[src/rtl/bitu_pkg.sv]
// Shared operation codes for the bit test, modify and scan unit.
// Assumes a 3-bit opcode field. Codes 6 and 7 are left undefined and produce no effect.
package bitu_pkg;

    typedef enum logic [2:0] {
        OP_TEST    = 3'd0,
        OP_SET     = 3'd1,
        OP_CLEAR   = 3'd2,
        OP_INVERT  = 3'd3,
        OP_SCAN_LO = 3'd4,
        OP_SCAN_HI = 3'd5
    } op_e;

    // True for the four operations that sample a bit into carry
    function automatic logic is_test_op(input logic [2:0] code);
        return code <= 3'd3;
    endfunction

    // True for the two search operations
    function automatic logic is_scan_op(input logic [2:0] code);
        return (code == 3'd4) || (code == 3'd5);
    endfunction

endpackage

[src/rtl/bitu_modify.sv]
// Single-bit test and modify datapath, purely combinational.
// Reduces the bit position modulo the operand width and picks out the selected bit.
// Then forms the set, clear or invert result.
// Assumes NARROW_W is a power of two no larger than DATA_W.
module bitu_modify #(
    parameter int DATA_W   = 32,
    parameter int NARROW_W = 16,
    localparam int POS_W   = $clog2(DATA_W),
    localparam int NPOS_W  = $clog2(NARROW_W)
) (
    input  logic [2:0]        op,
    input  logic              wide,
    input  logic [DATA_W-1:0] data,
    input  logic [POS_W-1:0]  pos,
    output logic [POS_W-1:0]  pos_eff,
    output logic              sel_bit,
    output logic [DATA_W-1:0] result,
    output logic              write
);

    logic [DATA_W-1:0] bit_mask;

    // Reduce the position to the active operand width
    always_comb begin
        if (wide) begin
            pos_eff = pos;
        end else begin
            pos_eff = POS_W'(pos[NPOS_W-1:0]);
        end
    end

    // One-hot mask for the chosen bit and the original bit value
    always_comb begin
        bit_mask = '0;
        bit_mask[pos_eff] = 1'b1;
        sel_bit  = data[pos_eff];
    end

    // Apply the requested change; other codes pass the operand through
    always_comb begin
        result = data;
        write  = 1'b0;
        unique case (op)
            bitu_pkg::OP_SET: begin
                result = data | bit_mask;
                write  = 1'b1;
            end
            bitu_pkg::OP_CLEAR: begin
                result = data & ~bit_mask;
                write  = 1'b1;
            end
            bitu_pkg::OP_INVERT: begin
                result = data ^ bit_mask;
                write  = 1'b1;
            end
            default: begin
                result = data;
                write  = 1'b0;
            end
        endcase
    end

endmodule

[src/rtl/bitu_scan.sv]
// Bit search datapath, purely combinational.
// Masks the operand to the active width, then finds the lowest and the highest set bit.
// Also flags an operand with no set bit.
// Assumes NARROW_W is no larger than DATA_W.
module bitu_scan #(
    parameter int DATA_W   = 32,
    parameter int NARROW_W = 16,
    localparam int POS_W   = $clog2(DATA_W)
) (
    input  logic              wide,
    input  logic [DATA_W-1:0] data,
    output logic [POS_W-1:0]  lo_idx,
    output logic [POS_W-1:0]  hi_idx,
    output logic              none
);

    logic [DATA_W-1:0] masked;

    // Keep the low part always; gate the upper part by the size select
    genvar g;
    generate
        for (g = 0; g < DATA_W; g++) begin : g_mask
            if (g < NARROW_W) begin : g_low
                assign masked[g] = data[g];
            end else begin : g_high
                assign masked[g] = data[g] & wide;
            end
        end
    endgenerate

    // Lowest set bit: walk downwards so the last hit is the lowest
    always_comb begin
        lo_idx = '0;
        for (int i = DATA_W - 1; i >= 0; i--) begin
            if (masked[i]) lo_idx = POS_W'(i);
        end
    end

    // Highest set bit: walk upwards so the last hit is the highest
    always_comb begin
        hi_idx = '0;
        for (int i = 0; i < DATA_W; i++) begin
            if (masked[i]) hi_idx = POS_W'(i);
        end
    end

    // Empty operand detection
    always_comb begin
        none = (masked == '0);
    end

endmodule

[src/rtl/bit_ops_unit.sv]
// Bit test, modify and scan unit.
// Takes one request per strobe and registers every result one clock later with a done pulse.
// Carry is owned by the test operations and zero by the scans; each flag holds otherwise.
// Assumes req_valid is a single-cycle strobe; reset is synchronous, active low.
module bit_ops_unit #(
    parameter int DATA_W   = 32,
    parameter int NARROW_W = 16,
    localparam int POS_W   = $clog2(DATA_W)
) (
    input  logic              clk,
    input  logic              rst_n,
    input  logic              req_valid,
    input  logic [2:0]        req_op,
    input  logic              req_wide,
    input  logic [DATA_W-1:0] req_data,
    input  logic [POS_W-1:0]  req_pos,
    output logic [DATA_W-1:0] res_data,
    output logic              res_data_we,
    output logic [POS_W-1:0]  res_index,
    output logic              res_index_we,
    output logic              flag_c,
    output logic              flag_z,
    output logic              res_done
);

    logic [POS_W-1:0]  pos_eff;
    logic              sel_bit;
    logic [DATA_W-1:0] mod_result;
    logic              mod_write;
    logic [POS_W-1:0]  lo_idx;
    logic [POS_W-1:0]  hi_idx;
    logic              scan_none;
    logic              do_test;
    logic              do_scan;
    logic [POS_W-1:0]  found_idx;

    bitu_modify #(
        .DATA_W   (DATA_W),
        .NARROW_W (NARROW_W)
    ) i_modify (
        .op      (req_op),
        .wide    (req_wide),
        .data    (req_data),
        .pos     (req_pos),
        .pos_eff (pos_eff),
        .sel_bit (sel_bit),
        .result  (mod_result),
        .write   (mod_write)
    );

    bitu_scan #(
        .DATA_W   (DATA_W),
        .NARROW_W (NARROW_W)
    ) i_scan (
        .wide   (req_wide),
        .data   (req_data),
        .lo_idx (lo_idx),
        .hi_idx (hi_idx),
        .none   (scan_none)
    );

    // Classify the request and choose the search direction
    always_comb begin
        do_test   = req_valid && bitu_pkg::is_test_op(req_op);
        do_scan   = req_valid && bitu_pkg::is_scan_op(req_op);
        found_idx = (req_op == bitu_pkg::OP_SCAN_HI) ? hi_idx : lo_idx;
    end

    // Result registers, write strobes and done pulse
    always_ff @(posedge clk) begin
        if (!rst_n) begin
            res_data     <= '0;
            res_data_we  <= 1'b0;
            res_index    <= '0;
            res_index_we <= 1'b0;
            res_done     <= 1'b0;
        end else begin
            res_done     <= req_valid;
            res_data_we  <= req_valid && mod_write;
            res_index_we <= do_scan && !scan_none;
            if (req_valid) begin
                res_data <= mod_result;
            end
            if (do_scan && !scan_none) begin
                res_index <= found_idx;
            end
        end
    end

    // Carry flag register, written only by test operations
    always_ff @(posedge clk) begin
        if (!rst_n) begin
            flag_c <= 1'b0;
        end else if (do_test) begin
            flag_c <= sel_bit;
        end
    end

    // Zero flag register, written only by scans
    always_ff @(posedge clk) begin
        if (!rst_n) begin
            flag_z <= 1'b0;
        end else if (do_scan) begin
            flag_z <= scan_none;
        end
    end

    // Write strobes only appear together with the done pulse
    p_we_with_done_r9: assert property (@(posedge clk) disable iff (!rst_n)
        (res_data_we || res_index_we) |-> res_done);

    // Done is a single-cycle pulse for single-cycle strobes
    p_done_follows_req_r9: assert property (@(posedge clk) disable iff (!rst_n)
        $past(rst_n) |-> (res_done == $past(req_valid)));

    // Carry holds the original selected bit after a test operation
    p_carry_original_r2: assert property (@(posedge clk) disable iff (!rst_n)
        ($past(rst_n) && $past(do_test)) |-> (flag_c == $past(req_data[pos_eff])));

    // Plain test never writes the operand
    p_plain_test_no_write_r2: assert property (@(posedge clk) disable iff (!rst_n)
        ($past(rst_n) && $past(req_valid) && $past(req_op) == 3'd0) |-> !res_data_we);

    // A scan that finds nothing leaves the index alone
    p_empty_scan_holds_r7: assert property (@(posedge clk) disable iff (!rst_n)
        ($past(rst_n) && $past(do_scan) && flag_z) |-> (!res_index_we && $stable(res_index)));

    // Test operations leave the zero flag where it was
    p_test_keeps_zero_r8: assert property (@(posedge clk) disable iff (!rst_n)
        ($past(rst_n) && $past(do_test)) |-> $stable(flag_z));

    // Scans leave the carry flag where it was
    p_scan_keeps_carry_r8: assert property (@(posedge clk) disable iff (!rst_n)
        ($past(rst_n) && $past(do_scan)) |-> $stable(flag_c));

endmodule

[config.mk]
export PLATFORM = sky130hd
export DESIGN_NAME = bit_ops_unit
export DESIGN_NICKNAME = d
export VERILOG_FILES = /design/src/rtl/bitu_pkg.sv /design/src/rtl/bitu_modify.sv /design/src/rtl/bitu_scan.sv /design/src/rtl/bit_ops_unit.sv
export SDC_FILE = /design/constraint.sdc
export NUM_CORES = 1
export LEC_CHECK = 0
export ABC_CLOCK_PERIOD_IN_PS = 2430
export BUFFER_PORTS_ARGS = -buffer_cell sky130_fd_sc_hd__buf_2
export CAP_MARGIN = 0
export CORE_ASPECT_RATIO = 1.75
export CORE_UTILIZATION = 58
export DETAILED_ROUTE_END_ITERATION = 8
export PLACE_DENSITY_LB_ADDON = 0.1
export SLEW_MARGIN = 25
export SYNTH_ARGS = -nofsm -noshare
export SYNTH_HDL_FRONTEND = slang
export SYNTH_HIERARCHICAL = 1
export SYNTH_SLANG_ARGS = --single-unit
[constraint.sdc]
create_clock -name clk -period 2.43 [get_ports clk]
set_input_delay 0.243 -clock clk [delete_from_list [all_inputs] [get_ports clk]]
set_output_delay 0.243 -clock clk [all_outputs]
set_load 0.05 [all_outputs]
=== Word-level counts from Yosys, hierarchy flattened ===
Index checks and enable logic that the tools add are counted.

* Register bits: 42
* Input bits: 44
* Output and inout port bits: 42
* Word-level logic and storage cells: 115

* Order comparisons: 3
* Equality and inequality tests: 5
* Muxes and demuxes: 71
* Bitwise gates (word level): 20
* Reductions and logical operators: 9

{| class="wikitable"
|+ Operator list
! kind !! number
|-
| two-way mux 5 bit || 50
|-
| one-hot mux 32 bit (3 select lines) || 1
|-
| bitwise AND 32 bit || 1
|-
| logical NOT 32 bit || 1
|-
| two-way mux 4 bit || 8
|-
| NOT 32 bit || 1
|-
| bitwise OR 32 bit || 1
|-
| bitwise XOR 32 bit || 1
|-
| bitwise AND 1 bit || 16
|-
| two-way mux 3 bit || 4
|-
| equality test 3 x 2 -> 1 bit (second input constant) || 2
|-
| equality test 3 bit (second input constant) || 2
|-
| < comparator 5 x 6 -> 1 bit (second input constant) || 1
|-
| binary-select mux 1 bit (select 5 bit) || 1
|-
| demux 1 bit (select 5 bit) || 1
|-
| >= comparator 5 x 1 -> 1 bit (second input constant) || 1
|-
| logical AND 1 bit || 5
|-
| two-way mux 1 bit || 4
|-
| two-way mux 2 bit || 2
|-
| equality test 3 x 1 -> 1 bit (second input constant) || 1
|-
| <= comparator 3 x 2 -> 1 bit (second input constant) || 1
|-
| OR reduction 3 bit || 1
|-
| logical NOT 1 bit || 1
|-
| logical OR 1 bit || 1
|}

=== Longest topological paths before layout ===
Gate-level depths: netlist (run 1).

* Depth in word-level cells: 34
* Depth in mapped cells: 11
* Mapped depth without buffers: 10

=== Hierarchy ===
Netlist (run 1), hierarchy kept.

{| class="wikitable"
|+ Modules (own cells, without submodules)
! module !! times used !! cells each !! area each (µm²) !! sequential area each (µm²)
|-
| bitu_modify || 1 || 358 || 2,573.7 || 0.0
|-
| bit_ops_unit || 1 || 137 || 1,612.8 || 840.8
|-
| bitu_scan || 1 || 116 || 661.9 || 0.0
|}

=== Worst setup path before layout (run 1) ===
OpenSTA, ideal clock, no wires.

* Kind: input to register
* From: input port req_wide
* To: register res_data[0]
* Library setup time: 0.117 ns
* Data arrival time: 1.847 ns
* Data required time: 2.313 ns
* Slack: 0.466 ns
* Stages on the path: 11
* Path buffers: 1
* Path through: nand2_4 inv_1 buf_6 nor3_1 nand2_1 ha_1 mux2_2 a22oi_1 o21ai_0 mux2i_1 nor2b_1

* Longest elaborated chain between the ends: 8
* Elaborated cells on any way between the ends: 11
* Classes of those cells: 2 x order compare; 4 x mux; 4 x bitwise; 1 x reduce/logical

{| class="wikitable"
|+ Ends and longest elaborated chain
! item !! RTL line !! source
|-
| start, declared || bit_ops_unit.sv:14 || <nowiki>input logic req_wide,</nowiki>
|-
| two-way mux 5 bit (*) || bitu_modify.sv:25 || <nowiki>if (wide) begin</nowiki>
|-
| via pos_eff[4] || bit_ops_unit.sv:26 || <nowiki>logic [POS_W-1:0] pos_eff;</nowiki>
|-
| < comparator 5 x 6 -> 1 bit (not written as such) / >= comparator 5 x 1 -> 1 bit (equally long branches) || bitu_modify.sv:35 || <nowiki>bit_mask[pos_eff] = 1'b1;</nowiki>
|-
| logical AND 1 bit (not written as such) || bitu_modify.sv:35 ||
|-
| two-way mux 1 bit (not written as such) || bitu_modify.sv:35 ||
|-
| demux 1 bit (select 5 bit) (*) || -- ||
|-
| NOT 32 bit || bitu_modify.sv:49 || <nowiki>result = data & ~bit_mask;</nowiki>
|-
| bitwise AND 32 bit || bitu_modify.sv:49 ||
|-
| one-hot mux 32 bit (3 select lines) (*) || bitu_modify.sv:43 || <nowiki>unique case (op)</nowiki>
|-
| via mod_result[0] || bit_ops_unit.sv:28 || <nowiki>logic [DATA_W-1:0] mod_result;</nowiki>
|-
| end signal, assigned || bit_ops_unit.sv:82 || <nowiki>res_data <= mod_result;</nowiki>
|-
| end, declared || bit_ops_unit.sv:17 || <nowiki>output logic [DATA_W-1:0] res_data,</nowiki>
|}

Mark *: on every way through the listed nets, which the timed path passes. The rest lies on a longest branch.
A chain may end at the register's enable or synchronous reset.

=== Worst setup path in the final report (run 1) ===
* From: input port req_pos[1]
* To: register res_data[6]

* Longest elaborated chain between the ends: 8
* Elaborated cells on any way between the ends: 11
* Classes of those cells: 2 x order compare; 4 x mux; 4 x bitwise; 1 x reduce/logical

{| class="wikitable"
|+ Ends and longest elaborated chain
! item !! RTL line !! source
|-
| start, declared || bit_ops_unit.sv:16 || <nowiki>input logic [POS_W-1:0] req_pos,</nowiki>
|-
| two-way mux 5 bit (*) || bitu_modify.sv:25 ||
|-
| < comparator 5 x 6 -> 1 bit (not written as such) / >= comparator 5 x 1 -> 1 bit (equally long branches) || bitu_modify.sv:35 ||
|-
| logical AND 1 bit (not written as such) || bitu_modify.sv:35 ||
|-
| two-way mux 1 bit (not written as such) || bitu_modify.sv:35 ||
|-
| demux 1 bit (select 5 bit) (*) || -- ||
|-
| NOT 32 bit || bitu_modify.sv:49 ||
|-
| bitwise AND 32 bit || bitu_modify.sv:49 ||
|-
| one-hot mux 32 bit (3 select lines) (*) || bitu_modify.sv:43 ||
|-
| via mod_result[6] || bit_ops_unit.sv:28 ||
|}

Marks and branches as above.

==> results of run 1 <==
-- area by class of cell --
class	count	area, um2
inverter	50	187.7
timing repair buffer	110	625.6
multi-input combinational	478	3605
clock inverter	2	13.76
tap	90	112.6
sequential	42	840.8
fill	692	2449
clock buffer	6	128.9
-- critical path: stages --
cell and delay (ps):
buf_2 170, nor2b_1 650, nand2_1 170, ha_1 320, mux2_2 260, a22oi_1 140
o21ai_0 120, mux2i_1 160, nor2b_1 60
-- state kept, by name, indices dropped and copies added, names as in the netlist --
signal and count:
flag_c 1, flag_z 1, res_data 32, res_data_we 1, res_done 1, res_index 5
res_index_we 1
-- per-layer routing --
layer	wire, um	GRT usage
met1	5797	0.3924
met2	8240	0.6731
met3	983	0.05665
met4	773	0.2150
met5	0	0
-- layout by cell type (no fill, tap or decap), drive strengths merged, types with 3 or more instances in the layout --
cell,n
clkbuf,6
o31ai,4
a221oi,3
buf,110
dfxtp,42
a21oi,49
o22ai,13
inv,49
nor3,28
nand2,46
nand2b,4
nor2b,41
o21bai,3
a22oi,24
o2bb2ai,5
mux2,32
mux2i,40
clkinv,3
o311ai,3
ha,64
nor4,3
or2,3
mux4,5
nor2,42
o21ai,35
nand3,4
-- stage by stage --
step	total power [mW]	setup slack [ps]	cells	cell area, um2	utilization
floorplan	1.379	465.6	607	4818	-
global placement	1.651	110.3	770	5371	0.6746
detailed placement	1.677	20.50	770	5371	0.6746
CTS	2.351	327.4	778	5514	0.6925
global route	2.449	63.60	778	5514	0.6925
finish	2.353	308.4	778	5514	0.6925
-- how the worst max path moves through the flow --
stage / startpoint / endpoint
after floorplan: req_wide / res_data[0]$_SDFFE_PN0P_
after global placement: req_pos[1] / res_data[30]$_SDFFE_PN0P_
after detailed placement: req_pos[1] / res_data[10]$_SDFFE_PN0P_
after CTS: req_pos[4] / res_data[25]$_SDFFE_PN0P_
after global routing: req_pos[1] / res_data[6]$_SDFFE_PN0P_
final: req_pos[1] / res_data[6]$_SDFFE_PN0P_
-- report_power, final --
part	internal, mW	leakage (nW)	total, mW	switching [mW]
Sequential	0.734	0.345	0.758	0.0244
Combinational	0.325	2.14	0.920	0.594
Clock	0.382	0.0708	0.674	0.293
==> run_results.csv, run 1 <==
group,metric,value,unit
run_status,outcome,"complete, but fails checks",
setup_path,critical_path_class,"primary input to flip-flop",
run_status,failed_checks,"design-rule violations",
place,placement.io_buffers,85,
sta,max_slew_margin,0.4846,
yosys,syn_nets,715,
clock_network,cts_buffer_depth,2,
clock_network,cts_tree,"done",
sta,worstMarginPinSlew,771.6,ps
worst_hold_path,hold_path.class,"primary input to flip-flop",
route,number_of_vias_per_cell_after_detailed_routing,6.404,
floorplan,floorplan.die.height,122.6,um
route,drt_drc_violations_left,16,
setup_path,arrival_time_of_the_worst_setup_path,2310,ps
floorplan,rows,43,
sta,skew,0,ps
floorplan,ioPinCount,86,
route,postRouteAntennaNets,0,
setup_path,worst_setup_path_end_kind,"flip-flop",
power,peakVddDrop,403.4,uV
route,drtIter0Drc,359,
sta,drv_slew,0,
yosys,synth_warnings,6,
sta,hold_slack,426.5,ps
setup_path,critical_path.reg2reg.endpoint,"res_data[14]$_SDFFE_PN0P_",
route,wl_per_cell,20.30,um
worst_hold_path,hold_depth,4,
global_routing,grt-ovfl-total,0,
route,via_count,4982,
yosys,netlist_instances,607,
sta,totalNegativeSetupSlack,0,ps
final_layout,area_growth_from_synthesis_to_layout,14.44,%
setup_path,worst_r2r_path_depth,2,
clock_network,numClockSinks,42,
sta,endpoints_failing_setup,0,
clock_network,post_cts_buffers,0,
clock_network,cts_buffers,5,
worst_hold_path,worstHoldEndpoint,"flag_z$_SDFFE_PN0P_",
clock_network,cts_htree_levels,2,
clock_network,cts.clk_slew.worst_paths,70,ps
setup_path,timing.rr.start,"res_data[14]$_SDFFE_PN0P_",
sta,fmax,471.3,MHz
sta,hold_viol_final,0,
sta,min_period,2122,ps
power,power.density_cell_area,426.7,mW/mm2
final_layout,antenna_cells_inserted,0,
global_routing,antenna_violations_before_repair,0,
floorplan,floorplan.initialDensity,0.6051,
setup_path,crit_path_start_kind,"primary input",
yosys,synth.cell_area,0.004818,mm2
worst_hold_path,min-delay-start,"req_op[1]",
floorplan,dieArea,0.008691,mm2
place,global_placement_routability_congestion,0.9431,
setup_path,critical_path.max_fanout,9,
floorplan,floorplan.core_area,0.007963,mm2
setup_path,critical_path_required,2620,ps
setup_path,setup.reg_to_reg.worst_slack,1780,ps
route,drt_wl_total,15800,um
yosys,synthesis.area_per_instance,7.938,um2
final_layout,final_net_count,795,
sta,rsz_0062_raised_after_global_routing,"false",
clock_network,clkLatencyLatePin,290,ps
place,place_hpwl,11850,um
global_routing,grt_start_max_net_pins,45,
route,drt-pass1-iter-count,8,
final_layout,fraction_of_layout_cells_with_a_size_suffix_above_1,0.2384,
global_routing,grt_first_pass_wirelength,24260,um
clock_network,ctsResizeCount,0,
global_routing,grt_pass1_vias,4751,
global_routing,track_usage,0.3671,
floorplan,die_w,70.90,um
run,maxCapViolCount,0,
clock_network,clk_root_buffer_cell,"clkbuf_16",
sta,min_period_over_period,0.8731,
clock_network,cts-hold-fix-buffers,0,
power,cellLeakagePower,2.558,nW
No activity file was read; power rests on OpenSTA's default activity.
==> run 2, diff against run 1 <==
- CORE_UTILIZATION: 58 -> 57
- SYNTH_HIERARCHICAL: 1 -> unset
==> run 2 against run 1 <==
Compared with the run above: the flow now finishes without violations; combinational power decreased by 10%; synthesized cell count decreased by 11%; via count decreased by 7.0%; sequential share of layout area increased by 0.71 points; global-route usage decreased by 2.0 points.
==> run_results.csv, run 2 <==
group,metric,value,unit
yosys,synth_warnings,0,
setup_path,critical_path.max_fanout,14,
clock_network,cts-hold-fix-buffers,0,
power,cellLeakagePower,2.332,nW
clock_network,post_cts_buffers,0,
clock_network,cts_tree,"done",
place,dpl_worst_slack,143.3,ps
final_layout,area_growth_from_synthesis_to_layout,15.37,%
final_layout,fill_cells,660,
place,place.detailed.instances,697,
clock_network,clkLatencyLatePin,290,ps
global_routing,grt.met3_usage,0.04000,
global_routing,grt_pass1_vias,4683,
yosys,dominantRegCellSynth,"dfxtp_1",
final_layout,layout.cells.non_filler,705,
sta,hold_viol_final,0,
floorplan,die_w,69.67,um
run_status,outcome,"completed",
power,pwr-share-comb,0.362,
clock_network,numClockSinks,42,
clock_network,ctsResizeCount,0,
yosys,sequential_share_of_the_synthesized_area,0.1841,
setup_path,cp-endpoint,"res_data[3]$_SDFFE_PN0P_",
yosys,synth_async_sr_flop_share,0,
sta,min_period_over_period,0.8414,
power,power.net_switching,0.8565,mW
route,drtIter0Drc,324,
setup_path,critical_path.max_stage_delay,500,ps
global_routing,top_usage_layer,"met2",
floorplan,dieArea,0.008388,mm2
sta,fmax,489.1,MHz
global_routing,grt_start_max_net_pins,42,
yosys,synth_cell_types,57,
route,number_of_vias_per_cell_after_detailed_routing,6.570,
final_layout,layout_commonest_cell,"buf_2",
setup_path,worst_setup_path_end_kind,"flip-flop",
global_routing,grt-ovfl-total,0,
setup_path,critical_path_class,"primary input to flip-flop",
place,placement.io_buffers,85,
yosys,syn_nets,648,
floorplan,rows,42,
setup_path,critical_path_required,2610,ps
power,totalPowerFinal,2.284,mW
sta,totalNegativeSetupSlack,0,ps
setup_path,arrival_time_of_the_worst_setup_path,2220,ps
yosys,synth.most_common_cell,"ha_1",
final_layout,layout_top_registers,"res_data (32), res_index (5)",
sta,postLayoutSetupSlackWorst,385.4,ps
final_layout,finalInstanceArea,0.005269,mm2
final_layout,max_reg_flops,32,
setup_path,setup.reg_to_reg.worst_slack,1650,ps
clock_network,cts_htree_levels,2,
final_layout,fraction_of_layout_cells_with_a_size_suffix_above_1,0.2285,
sta,hold_slack,421.5,ps
global_routing,antenna_violations_before_repair,0,
final_layout,top_reg_by_flops,"res_data",
final_layout,utilization,0.6867,
floorplan,floorplan.initialDensity,0.5952,
global_routing,groute.layer.met2.usage,0.6541,
clock_network,clk_root_buffer_cell,"clkbuf_16",
setup_path,crit_start,"req_wide",
power,clock_power_share,0.308,
worst_hold_path,hold_path.class,"primary input to flip-flop",
yosys,synth_top_area_share,0.1841,
setup_path,timing.rr.start,"res_index[0]$_SDFFE_PN0P_",
route,drt_drc_violations_left,0,
global_routing,grt_first_pass_wirelength,23200,um
power,cell_internal_pwr,1.428,mW
sta,drv_slew,0,
route,wl_per_cell,20.26,um
sta,min_period,2045,ps
route,via_count,4632,
setup_path,worst_r2r_path_depth,3,
route,drt_wl_total,14290,um
global_routing,track_usage,0.3468,
setup_path,critical_path.cell_chain,"buf_2 -> and2_1 -> nor3_1 -> nand2_1 -> ha_1 -> mux2i_1 -> a22oi_1 -> o221ai_1 -> a21boi_0",
floorplan,ioPinCount,86,
power,power.density_cell_area,433.6,mW/mm2
final_layout,most-common-layout-cells,"85 x buf_2, 64 x ha_1, 46 x nand2_1",
power,peakVddDrop,310.7,uV
global_routing,globalRouteMet1Util,0.3777,
yosys,synth.cell_area,0.004567,mm2
sta,rsz_0062_raised_after_global_routing,"false",
setup_path,critical_path_buf_inv_count,1,
yosys,synth.area.top_cells,"dfxtp_1 18%, ha_1 18%, mux2i_1 7.0%",
place,detailed_place.area,0.005117,mm2
yosys,number_of_flops_mapped_to_enable_cells_by_yosys,0,
setup_path,critical_path.reg2reg.endpoint,"res_index[0]$_SDFFE_PN0P_",
sta,endpoints_failing_setup,0,
clock_network,cts.clk_slew.worst_paths,70,ps
place,place_hpwl,10820,um
sta,skew,0,ps
yosys,synth_top_area_cell,"dfxtp_1",
yosys,ys_seq_elements,42,
route,postRouteAntennaNets,0,
power,netSwitchingFraction,0.3749,
yosys,netlist_instances,540,
worst_hold_path,min-delay-start,"req_data[0]",
yosys,synthesis.area_per_instance,8.457,um2
clock_network,cts_buffer_depth,2,
setup_path,crit_path_start_kind,"primary input",
floorplan,floorplan.die.height,120.4,um
route,drt-pass1-iter-count,5,
sta,worstMarginPinSlew,709.9,ps
final_layout,final_net_count,724,
run,maxCapViolCount,0,
setup_path,worst_path_dominant_cell_family,"simple AND/OR/NAND/NOR gates",
sta,max_slew_margin,0.5267,
yosys,synth.cells.most_frequent,"64 x ha_1, 46 x nand2_1, 42 x dfxtp_1",
floorplan,floorplan.core_area,0.007672,mm2
setup_path,timing.critical_path.depth,9,
place,global_placement_routability_congestion,1.004,
final_layout,antenna_cells_inserted,0,
setup_path,slowest_stage,"nor3_1",
clock_network,cts_buffers,5,
power,sequentialPowerShare,0.330,
[run 2: cell count changes in the layout (fill, tap and decap cells not counted), moves of 16 or more]
cell	delta
nor2b_1	-35
a21boi_0	+33
o221ai_1	+32
mux2_2	-31
nand2b_1	+31
a21oi_1	-28
nor3_1	-23
o21ai_0	-22
inv_1	-16
[run 2: worst reg2reg max path, cell delays in order, from the launching register on]
cell     delay [ps]
dfxtp_1         330
nor2_1          120
a21oi_1          60
o21a_1          170
[run 2: layout make-up]
class / count / area, um2 / area share
multi-input combinational: 424 / 3430 / 0.6509
sequential: 42 / 840.8 / 0.1596
timing repair buffer: 110 / 613.1 / 0.1164
clock buffer: 6 / 138.9 / 0.02636
inverter: 33 / 123.9 / 0.02351
tap: 88 / 110.1 / 0.02090
clock inverter: 2 / 12.51 / 0.002375
[run 2: kinds of logic (layout without fill, tap and decap cells)]
group,after synthesis,count (layout),synth area share
multiplexers,43,43,0.1227
AND/OR/NAND/NOR,147,147,0.1680
AO/OA/AOI/OAI,170,170,0.2838
buffers and inverters,74,151,0.06603
adder cells (fa/ha/maj),64,64,0.1753
flip-flops,42,42,0.1841
[run 2: worst min path at each step]
stage / to / slack [ps] / cells past startpoint
after global placement: res_data[30]$_SDFFE_PN0P_ / 460 / 1
after detailed placement: res_data[30]$_SDFFE_PN0P_ / 470 / 1
after CTS: res_data[0]$_SDFFE_PN0P_ / 420 / 3
final: res_data[0]$_SDFFE_PN0P_ / 420 / 3
after global routing: res_data[16]$_SDFFE_PN0P_ / 430 / 3
after floorplan: res_done$_SDFF_PN0_ / 390 / 1
[run 2: power by group through the flow]
stage	clock network, mW	logic (mW)	registers, mW
after floorplan	0	0.398	0.925
after global placement	0	0.798	0.767
after detailed placement	0	0.817	0.769
after CTS	0.715	0.821	0.754
after global routing	0.731	0.893	0.759
final	0.703	0.827	0.754
[run 2: metal layers]
metal  routed length [um]  up-vias
li1                     -     2167
met3                  620       33
met4                  453        0
met5                    0        -
met2                 7761      172
met1                 5450     2260
==> run 3, diff against run 2 <==
- ABC_CLOCK_PERIOD_IN_PS: 2430 -> 2100
- clock period: 2.43 -> 2.1 ns (I/O delays scaled with it)
==> run 3 against run 2 <==
Compared with the run above: cell count grew 3.7%; first-iteration DRC count shrank 30%; cell area grew 4.8%; sequential share of layout area shrank 0.74 points; die area is the same; clock skew is the same.
==> run_results.csv, run 3 (synthesis gave the netlist of run 2 again) <==
group,metric,value,unit
global_routing,antenna_violations_before_repair,0,
sta,min_period,1785,ps
power,cell_internal_pwr,1.931,mW
worst_hold_path,min-delay-start,"req_data[29]",
setup_path,critical_path_buf_inv_count,3,
final_layout,layout.cells.non_filler,731,
route,route.met2.wl,7769,um
setup_path,timing.critical_path.depth,10,
sta,skew,0,ps
place,place.detailed.instances,723,
route,drt_wl_total,14320,um
final_layout,max_reg_flops,32,
route,drt_drc_violations_left,0,
global_routing,grt_pass1_vias,4771,
worst_hold_path,worstHoldEndpoint,"res_data[29]$_SDFFE_PN0P_",
setup_path,slowest_stage,"a221oi_1",
sta,worstMarginPinSlew,703.6,ps
setup_path,crit_path_start_kind,"primary input",
sta,postLayoutSetupSlackWorst,314.7,ps
clock_network,cts_tree,"done",
global_routing,grt_start_max_net_pins,42,
run,maxCapViolCount,0,
setup_path,critical_path_required,2330,ps
floorplan,ioPinCount,86,
final_layout,layout_top_registers,"res_data (32), res_index (5)",
setup_path,worst_path_dominant_cell_family,"compound AO/OA/AOI/OAI gates",
floorplan,rows,42,
clock_network,cts_buffer_depth,2,
clock_network,ctsResizeCount,0,
floorplan,floorplan.initialDensity,0.5952,
clock_network,cts_htree_levels,2,
run_status,outcome,"completed",
sta,rsz_0062_raised_after_global_routing,"false",
floorplan,floorplan.core_area,0.007672,mm2
sta,endpoints_failing_setup,0,
global_routing,grt_first_pass_wirelength,23290,um
power,cellLeakagePower,2.489,nW
final_layout,fraction_of_layout_cells_with_a_size_suffix_above_1,0.2597,
power,pwr-share-comb,0.341,
place,placement.io_buffers,85,
setup_path,critical_path_class,"primary input to flip-flop",
floorplan,die_w,69.67,um
power,power.net_switching,0.9967,mW
clock_network,clk_root_buffer_cell,"clkbuf_16",
clock_network,numClockSinks,42,
sta,min_period_over_period,0.8502,
setup_path,crit_path_frequent_cell,"buf_4",
clock_network,clkLatencyLatePin,290,ps
route,wl_per_cell,19.59,um
sta,totalNegativeSetupSlack,0,ps
route,drtIter0Drc,227,
power,sequentialPowerShare,0.298,
floorplan,dieArea,0.008388,mm2
setup_path,timing.rr.start,"res_index[0]$_SDFFE_PN0P_",
setup_path,worst_setup_path_end_kind,"flip-flop",
final_layout,layout_commonest_cell,"buf_2",
clock_network,cts-hold-fix-buffers,0,
sta,hold_slack,377.2,ps
setup_path,arrival_time_of_the_worst_setup_path,2020,ps
route,postRouteAntennaNets,0,
final_layout,fill_cells,637,
setup_path,critical_path.max_fanout,2,
setup_path,worst_r2r_path_depth,3,
power,peakVddDrop,456.1,uV
sta,drv_slew,0,
setup_path,setup.reg_to_reg.worst_slack,1360,ps
place,place_hpwl,11080,um
worst_hold_path,hold_path.class,"primary input to flip-flop",
setup_path,critical_path.reg2reg.endpoint,"res_index[0]$_SDFFE_PN0P_",
final_layout,most-common-layout-cells,"85 x buf_2, 64 x ha_1, 50 x buf_4",
final_layout,top_reg_by_flops,"res_data",
final_layout,area_growth_from_synthesis_to_layout,20.96,%
sta,fmax,560.1,MHz
route,number_of_vias_per_cell_after_detailed_routing,6.361,
sta,hold_viol_final,0,
route,met1Wirelength,5441,um
setup_path,critical_path.max_stage_delay,370,ps
sta,max_slew_margin,0.5309,
route,via_count,4650,
route,top_layer_used,"met4",
clock_network,post_cts_buffers,0,
final_layout,finalInstanceArea,0.005524,mm2
final_layout,antenna_cells_inserted,0,
floorplan,floorplan.die.height,120.4,um
setup_path,critical_path.cell_chain,"buf_2 -> nand2b_1 -> a221oi_1 -> buf_4 -> o2111ai_1 -> a21oi_1 -> o311ai_0 -> buf_4 -> a211oi_1 -> o21a_1",
power,power.density_cell_area,529.9,mW/mm2
power,netSwitchingFraction,0.3405,
global_routing,track_usage,0.3495,
place,dpl_worst_slack,19.73,ps
final_layout,final_net_count,750,
clock_network,cts_buffers,5,
place,global_placement_routability_congestion,1.010,
place,detailed_place.area,0.005325,mm2
route,drt-pass1-iter-count,4,
route,met3RoutedLength,523,um
global_routing,grt-ovfl-total,0,
power,clock_power_share,0.360,
worst_hold_path,hold_depth,3,
clock_network,cts.clk_slew.worst_paths,60,ps
setup_path,crit_start,"req_data[2]",
==> run 3: worst register-to-register path: stages, from the launching register on <==
cell	delay [ps]
dfxtp_1	320
nor2_1	100
a21oi_1	50
o21a_1	170
==> run 3: worst max path at each step <==
| stage | slack (ps) | end |
|---|---|---|
| 2_1_floorplan | 80 | res_data[0]$_SDFFE_PN0P_ |
| 3_3_place_gp | 20 | res_index[0]$_SDFFE_PN0P_ |
| 3_5_place_dp | 20 | res_index[0]$_SDFFE_PN0P_ |
| 4_1_cts | 320 | res_index[0]$_SDFFE_PN0P_ |
| 5_1_grt | 160 | res_index[0]$_SDFFE_PN0P_ |
| 6_report | 310 | res_index[0]$_SDFFE_PN0P_ |
==> run 3: area by class of cell <==
cell class / instances / area [um2] / area share
multi-input combinational: 424 / 3430 / 0.6208
tap: 88 / 110.1 / 0.01993
clock buffer: 6 / 138.9 / 0.02514
sequential: 42 / 840.8 / 0.1522
timing repair buffer: 136 / 820.8 / 0.1486
clock inverter: 2 / 60.06 / 0.01087
inverter: 33 / 123.9 / 0.02242
==> run 3: power groups by stage <==
| stage | combinational, mW | sequential, mW | clock, mW |
|---|---|---|---|
| floorplan | 0.461 | 1.07 | 0 |
| finish | 0.999 | 0.874 | 1.05 |
| global placement | 0.966 | 0.890 | 0 |
| detailed placement | 0.989 | 0.892 | 0 |
| CTS | 0.993 | 0.874 | 1.07 |
| global route | 1.08 | 0.879 | 1.09 |
==> run 3: layer usage <==
layer | GRT usage | vias to the layer above
li1 | - | 2222
met1 | 0.3675 | 2236
met2 | 0.6693 | 150
met3 | 0.03833 | 42
met4 | 0.1813 | 0
met5 | 0 | -
==> run 3: metrics by stage <==
stage | utilization | total power, mW
2_1_floorplan | - | 1.531
3_3_place_gp | 0.6941 | 1.856
3_5_place_dp | 0.6941 | 1.880
4_1_cts | 0.7200 | 2.939
5_1_grt | 0.7200 | 3.049
6_report | 0.7200 | 2.927
